[src/rtl/aud_ser_rx_pkg.sv]
package aud_ser_rx_pkg;

    // Receiver control: sampling polarity and word-select alignment
    typedef struct packed {
        logic pol;   // 0: sample on rising edge, 1: on falling edge
        logic rel;   // 0: word select with MSB, 1: one bit earlier
    } rx_cfg_t;

    // One sampling event from the edge detector
    typedef struct packed {
        logic stb;   // sampling edge seen this cycle
        logic ws;    // word-select level at that edge
        logic sd;    // data level at that edge
    } rx_smp_t;

    // Detect the programmed edge of the oversampled bit clock
    function automatic logic pick_edge(input logic pol, input logic cur, input logic prev);
        return pol ? (prev & ~cur) : (cur & ~prev);
    endfunction

    // Word-select level that frames the bit sampled now
    function automatic logic frame_level(input logic rel, input logic ws_now, input logic ws_old);
        return rel ? ws_old : ws_now;
    endfunction

endpackage

[src/rtl/aud_ser_rx_ctrl.sv]
module aud_ser_rx_ctrl
    import aud_ser_rx_pkg::*;
(
    input  logic    clk,
    input  logic    clr,
    input  logic    we,
    input  rx_cfg_t wcfg,
    input  logic    load,
    output rx_cfg_t shadow,
    output rx_cfg_t active
);
    // Written value is held in the shadow; the receiver uses the active
    // copy, refreshed only when the deserialiser signals a boundary.
    always_ff @(posedge clk) begin
        if (clr) begin
            shadow <= '0;
            active <= '0;
        end else begin
            if (we)
                shadow <= wcfg;
            if (load)
                active <= shadow;
        end
    end
endmodule

[src/rtl/aud_ser_rx_edge.sv]
module aud_ser_rx_edge
    import aud_ser_rx_pkg::*;
(
    input  logic    clk,
    input  logic    clr,
    input  logic    pol,
    input  logic    sclk_i,
    input  logic    ws_i,
    input  logic    sd_i,
    output rx_smp_t smp
);
    logic cap_sclk, cap_ws, cap_sd, old_sclk;

    always_ff @(posedge clk) begin
        if (clr) begin
            cap_sclk <= 1'b0;
            cap_ws   <= 1'b0;
            cap_sd   <= 1'b0;
            old_sclk <= 1'b0;
        end else begin
            cap_sclk <= sclk_i;
            cap_ws   <= ws_i;
            cap_sd   <= sd_i;
            old_sclk <= cap_sclk;
        end
    end

    always_comb begin
        smp.stb = pick_edge(pol, cap_sclk, old_sclk);
        smp.ws  = cap_ws;
        smp.sd  = cap_sd;
    end
endmodule

[src/rtl/aud_ser_rx_deser.sv]
module aud_ser_rx_deser
    import aud_ser_rx_pkg::*;
#(
    parameter int W = 24
) (
    input  logic         clk,
    input  logic         clr,
    input  rx_cfg_t      cfg,
    input  rx_smp_t      smp,
    output logic         load_o,
    output logic [W-1:0] word_o,
    output logic         right_o,
    output logic         valid_o,
    output logic         err_o
);
    localparam int CW = $clog2(W + 1);
    localparam logic [CW-1:0] FULL = CW'(W);
    localparam logic [CW-1:0] LAST = CW'(W - 1);

    logic          ws_old, have_old;    // word select at previous edge
    logic          fr_prev, have_fr;    // framing level at previous edge
    logic          locked;              // a first boundary has been seen
    logic          chan;                // framing level of word in progress
    logic [CW-1:0] cnt;                 // bits received of current word
    logic [W-1:0]  sh;

    logic          fr_ok, fr_ws, bnd;
    logic [W-1:0]  sh_nxt;

    always_comb begin
        fr_ok  = cfg.rel ? have_old : 1'b1;
        fr_ws  = frame_level(cfg.rel, smp.ws, ws_old);
        bnd    = smp.stb && fr_ok && have_fr && (fr_ws != fr_prev);
        sh_nxt = {sh[W-2:0], smp.sd};
        load_o = !locked || bnd;
    end

    always_ff @(posedge clk) begin
        if (clr) begin
            ws_old   <= 1'b0;
            have_old <= 1'b0;
            fr_prev  <= 1'b0;
            have_fr  <= 1'b0;
            locked   <= 1'b0;
            chan     <= 1'b0;
            cnt      <= '0;
            sh       <= '0;
            word_o   <= '0;
            right_o  <= 1'b0;
            valid_o  <= 1'b0;
            err_o    <= 1'b0;
        end else begin
            valid_o <= 1'b0;
            err_o   <= 1'b0;
            if (smp.stb) begin
                ws_old   <= smp.ws;
                have_old <= 1'b1;
                if (fr_ok) begin
                    fr_prev <= fr_ws;
                    have_fr <= 1'b1;
                end
                if (bnd) begin
                    err_o  <= locked && (cnt < FULL);
                    sh     <= sh_nxt;
                    cnt    <= CW'(1);
                    chan   <= fr_ws;
                    locked <= 1'b1;
                end else if (locked && fr_ok && (cnt < FULL)) begin
                    sh  <= sh_nxt;
                    cnt <= cnt + CW'(1);
                    if (cnt == LAST) begin
                        word_o  <= sh_nxt;
                        right_o <= chan;
                        valid_o <= 1'b1;
                    end
                end
            end
        end
    end
endmodule

[src/rtl/aud_ser_rx.sv]
module aud_ser_rx
    import aud_ser_rx_pkg::*;
#(
    parameter int W = 24
) (
    input  logic         clk,
    input  logic         rst,
    input  logic         sw_rst,
    input  logic         cfg_we,
    input  logic         cfg_wpol,
    input  logic         cfg_wrel,
    output logic         cfg_pol_o,
    output logic         cfg_rel_o,
    input  logic         sclk_i,
    input  logic         ws_i,
    input  logic         sd_i,
    output logic [W-1:0] word_o,
    output logic         right_o,
    output logic         valid_o,
    output logic         err_o
);
    logic    clr, load;
    rx_cfg_t wcfg, shadow, active;
    rx_smp_t smp;

    assign clr       = rst | sw_rst;
    assign wcfg      = '{pol: cfg_wpol, rel: cfg_wrel};
    assign cfg_pol_o = shadow.pol;
    assign cfg_rel_o = shadow.rel;

    aud_ser_rx_ctrl u_ctrl (
        .clk    (clk),
        .clr    (clr),
        .we     (cfg_we),
        .wcfg   (wcfg),
        .load   (load),
        .shadow (shadow),
        .active (active)
    );

    aud_ser_rx_edge u_edge (
        .clk    (clk),
        .clr    (clr),
        .pol    (active.pol),
        .sclk_i (sclk_i),
        .ws_i   (ws_i),
        .sd_i   (sd_i),
        .smp    (smp)
    );

    aud_ser_rx_deser #(.W(W)) u_deser (
        .clk     (clk),
        .clr     (clr),
        .cfg     (active),
        .smp     (smp),
        .load_o  (load),
        .word_o  (word_o),
        .right_o (right_o),
        .valid_o (valid_o),
        .err_o   (err_o)
    );
endmodule

[config.mk]
export PLATFORM = sky130hd
export DESIGN_NAME = aud_ser_rx
export DESIGN_NICKNAME = d
export VERILOG_FILES = /design/src/rtl/aud_ser_rx_pkg.sv /design/src/rtl/aud_ser_rx_ctrl.sv /design/src/rtl/aud_ser_rx_edge.sv /design/src/rtl/aud_ser_rx_deser.sv /design/src/rtl/aud_ser_rx.sv
export SDC_FILE = /design/constraint.sdc
export NUM_CORES = 1
export LEC_CHECK = 0
export BUFFER_PORTS_ARGS = -buffer_cell sky130_fd_sc_hd__buf_2
export CAP_MARGIN = 20
export CORE_ASPECT_RATIO = 0.6
export CORE_MARGIN = 1.5
export CORE_UTILIZATION = 30
export DETAILED_ROUTE_END_ITERATION = 16
export HOLD_SLACK_MARGIN = 0.02
export PLACE_DENSITY = 0.46
export SLEW_MARGIN = 20
export SYNTH_ARGS = -nofsm -noshare
export SYNTH_HDL_FRONTEND = slang
export SYNTH_SLANG_ARGS = --single-unit
[constraint.sdc]
create_clock -name clk -period 2.4 [get_ports clk]
set_clock_uncertainty 0.15 [all_clocks]
set_input_delay 0.12 -clock clk [delete_from_list [all_inputs] [get_ports clk]]
set_output_delay 0.12 -clock clk [all_outputs]
set_load 0.02 [all_outputs]
## Yosys cells after proc, flatten, opt, wreduce, memory -nomap -nowiden

Cells that the tools add are included.

| word-level totals | value |
|---|---|
| word-level logic and storage cells | 55 |
| bits in registers | 69 |
| output and inout bits | 29 |

| cells by class | value |
|---|---|
| bitwise operators | 8 |
| reductions and logical operators | 15 |
| $add $sub $neg | 1 |
| eq/ne operators | 2 |
| muxes and demuxes | 8 |
| magnitude comparators | 1 |

Operator list:

| kind | count |
|---|---|
| $mux 23 | 2 |
| $mux 5 | 2 |
| $logic_and 1x1->1 | 6 |
| $reduce_and 2->1 | 3 |
| $add 5x1->5 const B | 1 |
| $eq 5x5->1 const B | 1 |
| $lt 5x5->1 const B | 1 |
| $not 1->1 | 5 |
| $mux 1 | 4 |
| $reduce_and 4->1 | 1 |
| $reduce_or 4->1 | 1 |
| $reduce_or 3->1 | 1 |
| $and 1x1->1 | 2 |
| $reduce_bool 2->1 | 1 |
| $logic_not 1->1 | 1 |
| $logic_or 1x1->1 | 1 |
| $ne 1x1->1 | 1 |
| $or 1x1->1 | 1 |

## Depth between registers and ports, before layout

Gate-level depths: netlist of the first run.

| logic depth | value |
|---|---|
| depth after elaboration | 8 |
| mapped depth | 7 |

## Cells and area by module

From an unflattened synthesis of the first run, not the netlist that was laid out.

| unflattened totals | value |
|---|---|
| cells, all modules | 247 |
| area total of the unflattened synthesis | 2,737.6 um^2 |

Modules (own cells, without submodules):

| module | times used | area each (um^2) | cells an instance | seq. area each (um^2) |
|---|---|---|---|---|
| aud_ser_rx_deser | 1 | 2,453.6 | 221 | 1,221.2 |
| aud_ser_rx_edge | 1 | 142.6 | 13 | 80.1 |
| aud_ser_rx_ctrl | 1 | 135.1 | 12 | 80.1 |
| aud_ser_rx | 1 | 6.3 | 1 | 0.0 |

## Least setup slack after synthesis of the first run

Ideal clock, no wire load.

| timing | value |
|---|---|
| kind | reg2reg |
| from | register u_ctrl.active[1] (netlist name) |
| to | register u_deser.word_o[14] |
| path buffers | 3 |
| path slack | 262 ps |
| stages on the path, launching flop included | 8 |
| arrival time | 1,869 ps |
| library setup time | 119 ps |
| cell sequence | dfxtp_1 > or3b_1 > buf_2 > a211o_1 > or3_1 > buf_6 > buf_8 > mux2i_1 |

| on the way | value |
|---|---|
| cells in the longest elaborated chain, start to end | 6 |

Ends and longest elaborated chain:

| item | RTL line | source |
|---|---|---|
| $mux 1 * | aud_ser_rx_pkg.sv:18 | `return pol ? (prev & ~cur) : (cur & ~prev);` |
| $logic_and 1x1->1 (3 in a row) | aud_ser_rx_deser.sv:33 | `bnd = smp.stb && fr_ok && have_fr && (fr_ws != fr_prev);` |
| $not 1->1 (no source line) | -- |  |
| $reduce_and 4->1 (no source line) * | -- |  |
| to (signal assigned) | aud_ser_rx_deser.sv:72 | `word_o <= sh_nxt;` |
| to (decl) | aud_ser_rx_deser.sv:11 | `output logic [W-1:0] word_o,` |

Mark *: on every way between the ends. The rest lies on a longest branch, timed or not.
A chain may end at the register's enable or synchronous reset.

## Worst setup path in the final report of the first run

| timing | value |
|---|---|
| from | register u_ctrl.active[1] (netlist name) |
| to | register u_deser.word_o[22] |

| on the way | value |
|---|---|
| cells in the longest elaborated chain, start to end | 6 |

Ends and longest elaborated chain:

| item | RTL line |
|---|---|
| $mux 1 * | aud_ser_rx_pkg.sv:18 |
| $logic_and 1x1->1 (3 in a row) | aud_ser_rx_deser.sv:33 |
| $not 1->1 (no source line) | -- |
| $reduce_and 4->1 (no source line) * | -- |

Marked as above.

==> results of run 1 <==
==> worst max-delay path, stage by stage, from the launching register on <==
cell	delay, ns
dfxtp_1	0.32
or3b_1	0.40
buf_4	0.17
a211o_1	0.38
or3_1	0.39
buf_12	0.19
mux2i_1	0.13
==> cell usage after synthesis, types with 2 or more instances <==
master | count | share of area (%)
or3_1 | 2 | 0.49
nor2b_1 | 2 | 0.49
a21oi_1 | 8 | 1.6
dfxtp_1 | 69 | 54
nand2_1 | 57 | 8.4
nand3_1 | 2 | 0.39
and2_1 | 5 | 1.2
nor3_1 | 2 | 0.39
o21ai_0 | 3 | 0.59
mux2i_1 | 55 | 22
a211oi_1 | 2 | 0.59
nor2_1 | 11 | 1.6
clkbuf_1 | 7 | 1.0
buf_2 | 3 | 0.59
==> layout make-up <==
type                    count  area [um^2]
fillers                   794         4760
well taps                 108          135
clock buffers              15          268
inverters                   1         3.75
repair buffers             57          375
multi-input cells         164         1110
clock inverters             1         5.00
flip-flops and latches     69         1380
==> cells in the final DEF, fill, tap and decap left out, types with 4 or more instances in the layout <==
cell type and count:
a21oi_1 7, and2_1 5, buf_2 37, buf_4 8, clkbuf_1 4, clkbuf_16 9
dfxtp_1 69, dlygate4sd3_1 11, mux2i_1 55, nand2_1 57, nor2_1 10
==> registers in the layout (all words and copies together), names as in the netlist <==
| signal | count |
|---|---|
| u_edge.cap_sd | 1 |
| u_deser.fr_prev | 1 |
| u_ctrl.shadow | 2 |
| u_deser.have_old | 1 |
| u_deser.word_o | 24 |
| u_ctrl.active | 2 |
| u_deser.locked | 1 |
| u_deser.have_fr | 1 |
| u_deser.cnt | 5 |
| u_deser.err_o | 1 |
| u_deser.chan | 1 |
| u_edge.old_sclk | 1 |
| u_deser.right_o | 1 |
| u_edge.cap_ws | 1 |
| u_deser.sh | 23 |
| u_deser.ws_old | 1 |
| u_deser.valid_o | 1 |
| u_edge.cap_sclk | 1 |
==> power by group through the flow <==
stage          clock network [mW]  registers [mW]  logic, mW
6_report                     1.20            1.15     0.0675
5_1_grt                      1.29            1.15     0.0736
4_1_cts                      1.24            1.15     0.0680
3_5_place_dp                    0            1.18     0.0532
3_3_place_gp                    0            1.18     0.0538
2_1_floorplan                   0            1.18     0.0294
==> logic make-up (layout without fill, tap and decap cells) <==
logic type | count (synthesis) | in the layout
xor+xnor | 1 | 1
simple gates | 86 | 86
fa+ha+maj | 1 | 1
flops | 69 | 69
mux | 56 | 56
compound gates | 20 | 20
buf+inv | 13 | 74
==> per-layer routing <==
metal / track usage (%) / vias up / wire [um] / share of wire [%]
li1: - / 956 / - / -
met3: 5.90 / 8 / 299 / 6.0
met2: 16.3 / 33 / 1860 / 37
met5: 0 / - / 0 / 0
met1: 16.5 / 833 / 2760 / 55
met4: 5.10 / 0 / 51 / 1.0
==> what timing repair did <==
action | 4_1_cts | 5_1_grt
endpoints found under the hold margin | 8 | 0
endpoints found under the setup margin | 0 | 0
hold buffers | 11 | 0
==> worst max-delay path by stage <==
stage                startpoint                  to  slack (ns)  cells after the start
2_1_floorplan  u_ctrl.active[1]  u_deser.word_o[14]        0.26                      7
3_3_place_gp   u_ctrl.active[1]   u_deser.word_o[9]        0.18                      6
3_5_place_dp   u_ctrl.active[1]  u_deser.word_o[22]        0.18                      6
4_1_cts        u_ctrl.active[1]  u_deser.word_o[22]        0.14                      6
5_1_grt        u_ctrl.active[1]  u_deser.word_o[22]        0.05                      6
6_report       u_ctrl.active[1]  u_deser.word_o[22]        0.15                      6
==> reports/metrics.cfg, run 1 <==
[critical_path]
startpoint_type = register
regToRegEndpoint = u_deser.word_o[22]
worstReg2RegStart = u_ctrl.active[1]
r2r_setup_slack_ns = 0.15
critPathKind = register to register
worstRegToRegCells = 6
cp_max_fo = 19
arrival_ns = 2.31
worstPathRequired_ns = 2.46
crit_path_end_kind = register

[clock_tree]
clock_sinks = 69
clkTransAtPathRegs_ns = 0.05
clock_path_buffers = 2
cts_setup_buffers = 0
cts_tree = done
clk_latency_ns = 0.33
htree_levels = 3
cts_buffers = 9
cts_resized = 0
clockRootBuffer = clkbuf_16

[routing]
wire_per_inst_um = 12.0
drt_iter0_drc = 82
via_count = 1830
ant_nets = 0
drc = 0
via_per_inst = 4.41
wl_mm = 4.97
first_pass_iters = 4

[logic_synthesis]
synth_area_um2 = 2540
yosys.area_share.xor_xnor_pct = 0.345
syn-num-nets = 256
yosys_warnings = 0
synth_area_per_cell_um2 = 10.3
synth_cells = 246
synthFlopType = dfxtp_1
synth_seq_area_share_pct = 54.4
synth_compound_area_share_pct = 5.22
async_flop_share_pct = 0
synth-simple-area-share_pct = 14.7
synthAdderAreaFrac_pct = 0.492
synthMuxAreaShare_pct = 22.1
synth.distinct_cells = 32
synth_top_family_by_area = multiplexers
synth.ff_latch_count = 69
synth_edf_count = 0

[min_path]
hold_path_class = input pin to register
whs_endpoint = u_deser.valid_o
min-delay-start = sw_rst
holdPathStages = 4

[floorplan]
io_pins = 38
die_h_um = 74.3
coreArea_um2 = 8040
die_area_um2 = 9050
start_util_pct = 31.6
rows = 25
die_w_um = 122

[power]
clkPwrFrac_pct = 49.5
p_total_mw = 2.42
switchingPower_mw = 0.481
p_int_mw = 1.94
combinationalPowerShare_pct = 2.8
pwr-share-seq_pct = 47.8
leakagePower_nw = 1.37
powerDensity_nw_per_um2 = 738
peakVddDrop_v = 0.000425
p_sw_share_pct = 19.9

[layout]
diodes = 0
fin_nets = 312
final_core_util_pct = 40.7
area_growth_pct = 28.9
drive_gt1_share_pct = 20.8
stdcell_count = 415
final_area_um2 = 3280

[place]
placed_area_um2 = 2890
place_ws_ns = 0.180
place_inst = 388
dp_hpwl_mm = 3.26
port_buffers = 37
place_congestion = 0.752

[grt]
grt_pass1_wl_mm = 8.21
grt_pass1_vias = 1693
grt_usage_pct = 12.1
gr-total-overflow = 0
grt_max_degree = 29
antenna_found_initial = 0

[sta]
finalWorstSetupSlack_ns = 0.149
worst_pin_slew_ns = 0.969
min_period_ns = 2.25
hold_ws_ns = 0.0912
setup_viol = 0
period_share_pct = 93.8
final-hold-violation-count = 0
slew_headroom_pct = 35.3
max_clock_freq_mhz = 444
slew_viol_final = 0
grt_setup_unrepaired = no
fin_setup_tns_ns = 0

[run_status]
status = complete, no violations

[run]
maxCapViolations = 0

Power figures use the tool's default switching activity.
==> inputs of run 2 (changes only) <==
- GPL_TIMING_DRIVEN: unset -> 0
==> run 2 against run 1 <==
Against the previous run: highest routed layer unchanged; fmax is 3.8% lower; worst hold slack better by 0.21 ns; core utilization is 0.44 points lower; critical path depth stayed put; routed wire length is 6.4% higher; largest power group unchanged; clock-buffer cell count is 4 lower; via count is 1.4% lower; final area is 1.1% lower.
==> reports/metrics.cfg, run 2 (synthesis results as in run 1) <==
[layout]
fin_nets = 311  ; was 312
final_common_cell = dfxtp_1  ; unchanged
largest_reg_flops = 24  ; unchanged
regArea_um2 = 1380  ; unchanged
area_growth_pct = 27.5  ; was 28.9%
fillers = 822  ; was 794
layout.cells.most_common_list = dfxtp_1, nand2_1, mux2i_1, buf_2, nor2_1  ; was dfxtp_1, nand2_1, mux2i_1, buf_2, dlygate4sd3_1
largest-register = u_deser.word_o  ; unchanged
largestRegisters = u_deser.word_o x24, u_deser.sh x23, u_deser.cnt x5  ; unchanged
final_core_util_pct = 40.3  ; was 40.7%
diodes = 0  ; unchanged
multi_input_area_um2 = 1100  ; was 1110 um^2
drive_gt1_share_pct = 20.9  ; was 20.8%

[sta]
period_share_pct = 97.5  ; was 93.8%
min_period_ns = 2.34  ; was 2.25 ns
setup_viol = 0  ; unchanged
grt_setup_unrepaired = no  ; unchanged
final-hold-violation-count = 0  ; unchanged
fin_setup_tns_ns = 0  ; unchanged
slew_viol_final = 0  ; unchanged
max_clock_freq_mhz = 427  ; was 444 MHz
slew_headroom_pct = 56.6  ; was 35.3%
worst_pin_slew_ns = 0.648  ; was 0.969 ns

[clock_tree]
clockRootBuffer = clkbuf_16  ; unchanged
cts_tree = done  ; unchanged
clk_latency_ns = 0.33  ; about the same
htree_levels = 3  ; unchanged
clock_path_buffers = 2  ; unchanged
clock_sinks = 69  ; unchanged
clkTransAtPathRegs_ns = 0.05  ; about the same
cts_buffers = 9  ; unchanged

[floorplan]
die_h_um = 74.3  ; unchanged
coreArea_um2 = 8040  ; unchanged
die_w_um = 122  ; unchanged
die_area_um2 = 9050  ; unchanged
io_pins = 38  ; unchanged
rows = 25  ; unchanged
start_util_pct = 31.6  ; unchanged

[grt]
grt_pass1_vias = 1653  ; was 1693
grt_usage_pct = 12.7  ; was 12.1%
antenna_found_initial = 0  ; unchanged
grt_max_degree = 12  ; was 29
grt_pass1_wl_mm = 8.34  ; was 8.21 mm
gr-total-overflow = 0  ; unchanged

[critical_path]
timing.critical_path.from = u_ctrl.active[0]  ; was u_ctrl.active[1]
cp.depth = 6  ; unchanged
worstReg2RegStart = u_ctrl.active[0]  ; was u_ctrl.active[1]
arrival_ns = 2.40  ; was 2.31 ns
cp_top_family = multiplexers  ; was simple AND/OR/NAND/NOR gates
r2r_setup_slack_ns = 0.06  ; was 0.15 ns
worstRegToRegCells = 6  ; unchanged
crit_path_end_kind = register  ; unchanged
crit_path_max_incr_delay_ns = 0.45  ; was 0.40 ns
cp.buffers_inverters = 2  ; unchanged
critPathKind = register to register  ; unchanged
crit_path_cell_trace = mux2i_2 > mux2_2 > or3_1 > buf_6 > buf_8 > mux2i_1  ; was or3b_1 > buf_4 > a211o_1 > or3_1 > buf_12 > mux2i_1
cp_max_fo = 10  ; was 19
worstPathRequired_ns = 2.46  ; about the same
critPathCapture = u_deser.word_o[19]  ; was u_deser.word_o[22]
regToRegEndpoint = u_deser.word_o[19]  ; was u_deser.word_o[22]
slowest_stage = mux2_2  ; was or3b_1
startpoint_type = register  ; unchanged

[power]
leakagePower_nw = 1.35  ; was 1.37 nW
pwr-share-seq_pct = 46.1  ; was 47.8%
p_sw_share_pct = 20.1  ; was 19.9%
combinationalPowerShare_pct = 2.4  ; was 2.8%
p_int_mw = 2.00  ; was 1.94 mW
powerDensity_nw_per_um2 = 773  ; was 738 nW/um^2
clkPwrFrac_pct = 51.4  ; was 49.5%
switchingPower_mw = 0.504  ; was 0.481 mW
peakVddDrop_v = 0.000358  ; was 0.000425 V

[place]
port_buffers = 37  ; unchanged
place_congestion = 0.765  ; was 0.752
dp_hpwl_mm = 3.65  ; was 3.26 mm

[routing]
ant_nets = 0  ; unchanged
drt_iter0_drc = 80  ; was 82
via_per_inst = 4.36  ; was 4.41
wl_mm = 5.29  ; was 4.97 mm
drc = 0  ; unchanged
wire_per_inst_um = 12.8  ; was 12.0 um
first_pass_iters = 4  ; unchanged
via_count = 1804  ; was 1830

[run]
maxCapViolations = 0  ; unchanged

[min_path]
hold_path_class = register to register  ; was input pin to register

[run_status]
status = complete, no violations  ; unchanged

[run 2: layout make-up]
cell class	instances	share of cell area [%]
inverter	1	0.116
clock buffer	11	7.49
clock inverter	5	1.54
tap	108	4.17
sequential	69	42.6
multi-input combinational	164	34.1
timing repair buffer	44	7.88
buffer	12	2.08
[run 2: how the worst min path moves through the flow]
| stage | start | end | slack (ns) | cells after the start |
|---|---|---|---|---|
| 2_1_floorplan | sclk_i | u_edge.cap_sclk | 0.09 | 1 |
| 3_3_place_gp | ws_i | u_edge.cap_ws | 0.17 | 2 |
| 3_5_place_dp | ws_i | u_edge.cap_ws | 0.18 | 2 |
| 4_1_cts | rst | u_deser.fr_prev | 0.31 | 4 |
| 5_1_grt | u_deser.word_o[0] | u_deser.word_o[0] | 0.32 | 2 |
| 6_report | u_deser.chan | u_deser.right_o | 0.30 | 2 |
[run 2: per-layer routing]
metal | vias up | GRT usage (%) | wire, um
li1 | 957 | - | -
met4 | 0 | 5.49 | 76
met5 | - | 0 | 0
met2 | 34 | 16.7 | 1970
met3 | 8 | 5.90 | 260
met1 | 805 | 17.7 | 2980
[run 2: power groups by stage]
stage / Sequential [mW] / Clock, mW / Combinational (mW)
after floorplan: 1.18 / 0 / 0.0294
after global placement: 1.18 / 0 / 0.0523
after detailed placement: 1.18 / 0 / 0.0520
after CTS: 1.15 / 1.33 / 0.0617
after global routing: 1.15 / 1.38 / 0.0682
final: 1.15 / 1.29 / 0.0611
[run 2: repair_timing]
item                       4_1_cts  5_1_grt
resized for setup                0        3
hold endpoints to repair         5        0
setup endpoints to repair        0       36
buffers inserted                 0        0
hold buffers                     7        0
[run 2: worst reg2reg max path, cell delays in order, from the launching register on]
cell and delay, ns:
dfxtp_1 0.39, mux2i_2 0.39, mux2_2 0.45, or3_1 0.38, buf_6 0.18, buf_8 0.16, mux2i_1 0.13
[run 2: metrics by stage]
| step | setup slack, ns | hold WS, ns | cells | power (mW) | cell area (um^2) |
|---|---|---|---|---|---|
| after floorplan | 0.262 | 0.0917 | 246 | 1.21 | 2540 |
| after global placement | 0.0347 | 0.175 | 391 | 1.23 | 2860 |
| after detailed placement | 0.0372 | 0.176 | 391 | 1.23 | 2860 |
| after CTS | 0.0167 | 0.306 | 414 | 2.54 | 3220 |
| after global routing | 0.0166 | 0.321 | 414 | 2.61 | 3240 |
| final | 0.0601 | 0.303 | 414 | 2.50 | 3240 |
==> inputs of run 3 (changes only) <==
- CTS_BUF_LIST: unset -> sky130_fd_sc_hd__clkbuf_8
- REMOVE_ABC_BUFFERS: unset -> 1
==> run 3 against run 2 <==
Against the previous run: clock-buffer cell count up 1; sequential power about the same; worst hold slack lost 0.24 ns; routed wire length down 11%; critical path depth is 2 lower; die area stayed put; flip-flop and latch count is the same; worst setup slack improved by 0.10 ns; fmax is 4.5% higher; largest cell class unchanged.
==> reports/metrics.cfg, run 3 (synthesis results as in run 1) <==
[grt]
gr-total-overflow = 0  ; unchanged
grt_max_degree = 32  ; was 12
grt_usage_pct = 11.5  ; was 12.7%
grt_pass1_vias = 1622  ; was 1653
antenna_found_initial = 0  ; unchanged
grt_pass1_wl_mm = 7.71  ; was 8.34 mm

[critical_path]
worstPathRequired_ns = 2.46  ; about the same
cp.buffers_inverters = 0  ; was 2
crit_path_end_kind = register  ; unchanged
slowest_stage = or3_4  ; was mux2_2
cp_max_fo = 19  ; was 10
cp_top_family = simple AND/OR/NAND/NOR gates  ; was multiplexers
startpoint_type = register  ; unchanged
crit_path_cell_trace = or3b_1 > a211o_1 > or3_4 > mux2i_1  ; was mux2i_2 > mux2_2 > or3_1 > buf_6 > buf_8 > mux2i_1
crit_path_max_incr_delay_ns = 0.54  ; was 0.45 ns
critPathKind = register to register  ; unchanged
arrival_ns = 2.30  ; was 2.40 ns

[run]
maxCapViolations = 0  ; unchanged

[routing]
via_per_inst = 4.35  ; was 4.36
drt_iter0_drc = 69  ; was 80
drc = 0  ; unchanged
wire_per_inst_um = 11.7  ; was 12.8 um
first_pass_iters = 4  ; unchanged
via_count = 1752  ; was 1804
wl_mm = 4.72  ; was 5.29 mm
ant_nets = 0  ; unchanged

[layout]
largest-register = u_deser.word_o  ; unchanged
layout.cells.most_common_list = dfxtp_1, nand2_1, mux2i_1, buf_2, clkbuf_8  ; was dfxtp_1, nand2_1, mux2i_1, buf_2, nor2_1
area_growth_pct = 23.2  ; was 27.5%
drive_gt1_share_pct = 20.3  ; was 20.9%
stdcell_count = 403  ; was 414
largestRegisters = u_deser.word_o x24, u_deser.sh x23, u_deser.cnt x5  ; unchanged
diodes = 0  ; unchanged
largest_reg_flops = 24  ; unchanged
final_common_cell = dfxtp_1  ; unchanged
final_area_um2 = 3130  ; was 3240 um^2
fin_nets = 301  ; was 311

[sta]
min_period_ns = 2.24  ; was 2.34 ns
finalWorstSetupSlack_ns = 0.160  ; was 0.0601 ns
slew_viol_final = 0  ; unchanged
final-hold-violation-count = 0  ; unchanged
slew_headroom_pct = 53.9  ; was 56.6%
max_clock_freq_mhz = 446  ; was 427 MHz
grt_setup_unrepaired = no  ; unchanged
hold_ws_ns = 0.0609  ; was 0.303 ns
period_share_pct = 93.3  ; was 97.5%
setup_viol = 0  ; unchanged
worst_pin_slew_ns = 0.684  ; was 0.648 ns

[place]
placed_area_um2 = 2870  ; was 2860 um^2
place_congestion = 0.669  ; was 0.765
place_inst = 381  ; was 391
port_buffers = 37  ; unchanged
dp_hpwl_mm = 3.22  ; was 3.65 mm
place_ws_ns = -0.168  ; was 0.0372 ns

[floorplan]
die_area_um2 = 9050  ; unchanged
start_util_pct = 31.6  ; unchanged
rows = 25  ; unchanged
die_h_um = 74.3  ; unchanged
coreArea_um2 = 8040  ; unchanged
io_pins = 38  ; unchanged
die_w_um = 122  ; unchanged

[power]
powerDensity_nw_per_um2 = 655  ; was 773 nW/um^2
p_total_mw = 2.05  ; was 2.50 mW
peakVddDrop_v = 0.000295  ; was 0.000358 V
p_int_mw = 1.62  ; was 2.00 mW
pwr-share-seq_pct = 56.2  ; was 46.1%
combinationalPowerShare_pct = 3.0  ; was 2.4%
switchingPower_mw = 0.429  ; was 0.504 mW
p_sw_share_pct = 20.9  ; was 20.1%
clkPwrFrac_pct = 40.8  ; was 51.4%
leakagePower_nw = 1.29  ; was 1.35 nW

[clock_tree]
clkTransAtPathRegs_ns = 0.07  ; was 0.05 ns
clock_path_buffers = 2  ; unchanged
clock_sinks = 69  ; unchanged
cts_buffers = 9  ; unchanged
cts_tree = done  ; unchanged
clockRootBuffer = clkbuf_8  ; was clkbuf_16
cts_setup_buffers = 0  ; unchanged
htree_levels = 3  ; unchanged
clk_latency_ns = 0.34  ; was 0.33 ns

[run_status]
status = complete, no violations  ; unchanged

[min_path]
hold_path_class = input pin to register  ; was register to register

run 3: final timing paths:
kind / startpoint / to / slack, ns / depth (start not counted)
worst max-delay path: u_ctrl.active[1] / u_deser.word_o[16] / 0.16 / 4
worst min-delay path: rst / u_ctrl.active[0] / 0.06 / 4
worst max register to register: u_ctrl.active[1] / u_deser.word_o[16] / 0.16 / 4
worst min register to register: u_deser.word_o[4] / u_deser.word_o[4] / 0.30 / 2
run 3: cell type report:
type                       instances  area, um^2
sequential                        69        1380
inverter                           1        3.75
multi-input combinational        164        1120
clock buffer                      12         165
clock inverter                     3        12.5
fill                             819        4910
timing repair buffer              46         310
tap                              108         135
run 3: what timing repair did:
| item | in CTS | in global routing |
|---|---|---|
| hold buffers | 7 | 0 |
| endpoints found under the setup margin | 19 | 6 |
| endpoints found under the hold margin | 5 | 0 |
| resized for setup | 1 | 2 |
run 3: metal layers:
| layer | up-vias | wire [um] | global-route usage (%) |
|---|---|---|---|
| met2 | 35 | 1780 | 15.3 |
| met5 | - | 0 | 0 |
| met3 | 5 | 303 | 5.98 |
| met4 | 0 | 49 | 3.92 |
| met1 | 779 | 2580 | 15.7 |
| li1 | 933 | - | - |
run 3: worst min-delay path: stages:
cell and delay [ns]:
buf_2 0.11, nor2_4 0.12, nand2_1 0.10, mux2i_1 0.05
run 3: per-stage QoR:
stage          TNS, ns  util [%]
4_1_cts              0      38.8
3_3_place_gp    -94.99      34.8
3_5_place_dp     -3.04      35.7
5_1_grt              0      38.9
2_1_floorplan   -21.19         -
6_report             0      38.9
run 3: power by group through the flow:
stage,clock network [mW],logic [mW],registers [mW]
detailed placement,0,0.0523,1.18
global route,0.930,0.0677,1.15
CTS,0.877,0.0618,1.15
floorplan,0,0.0256,1.18
global placement,0,0.0444,1.18
finish,0.836,0.0612,1.15
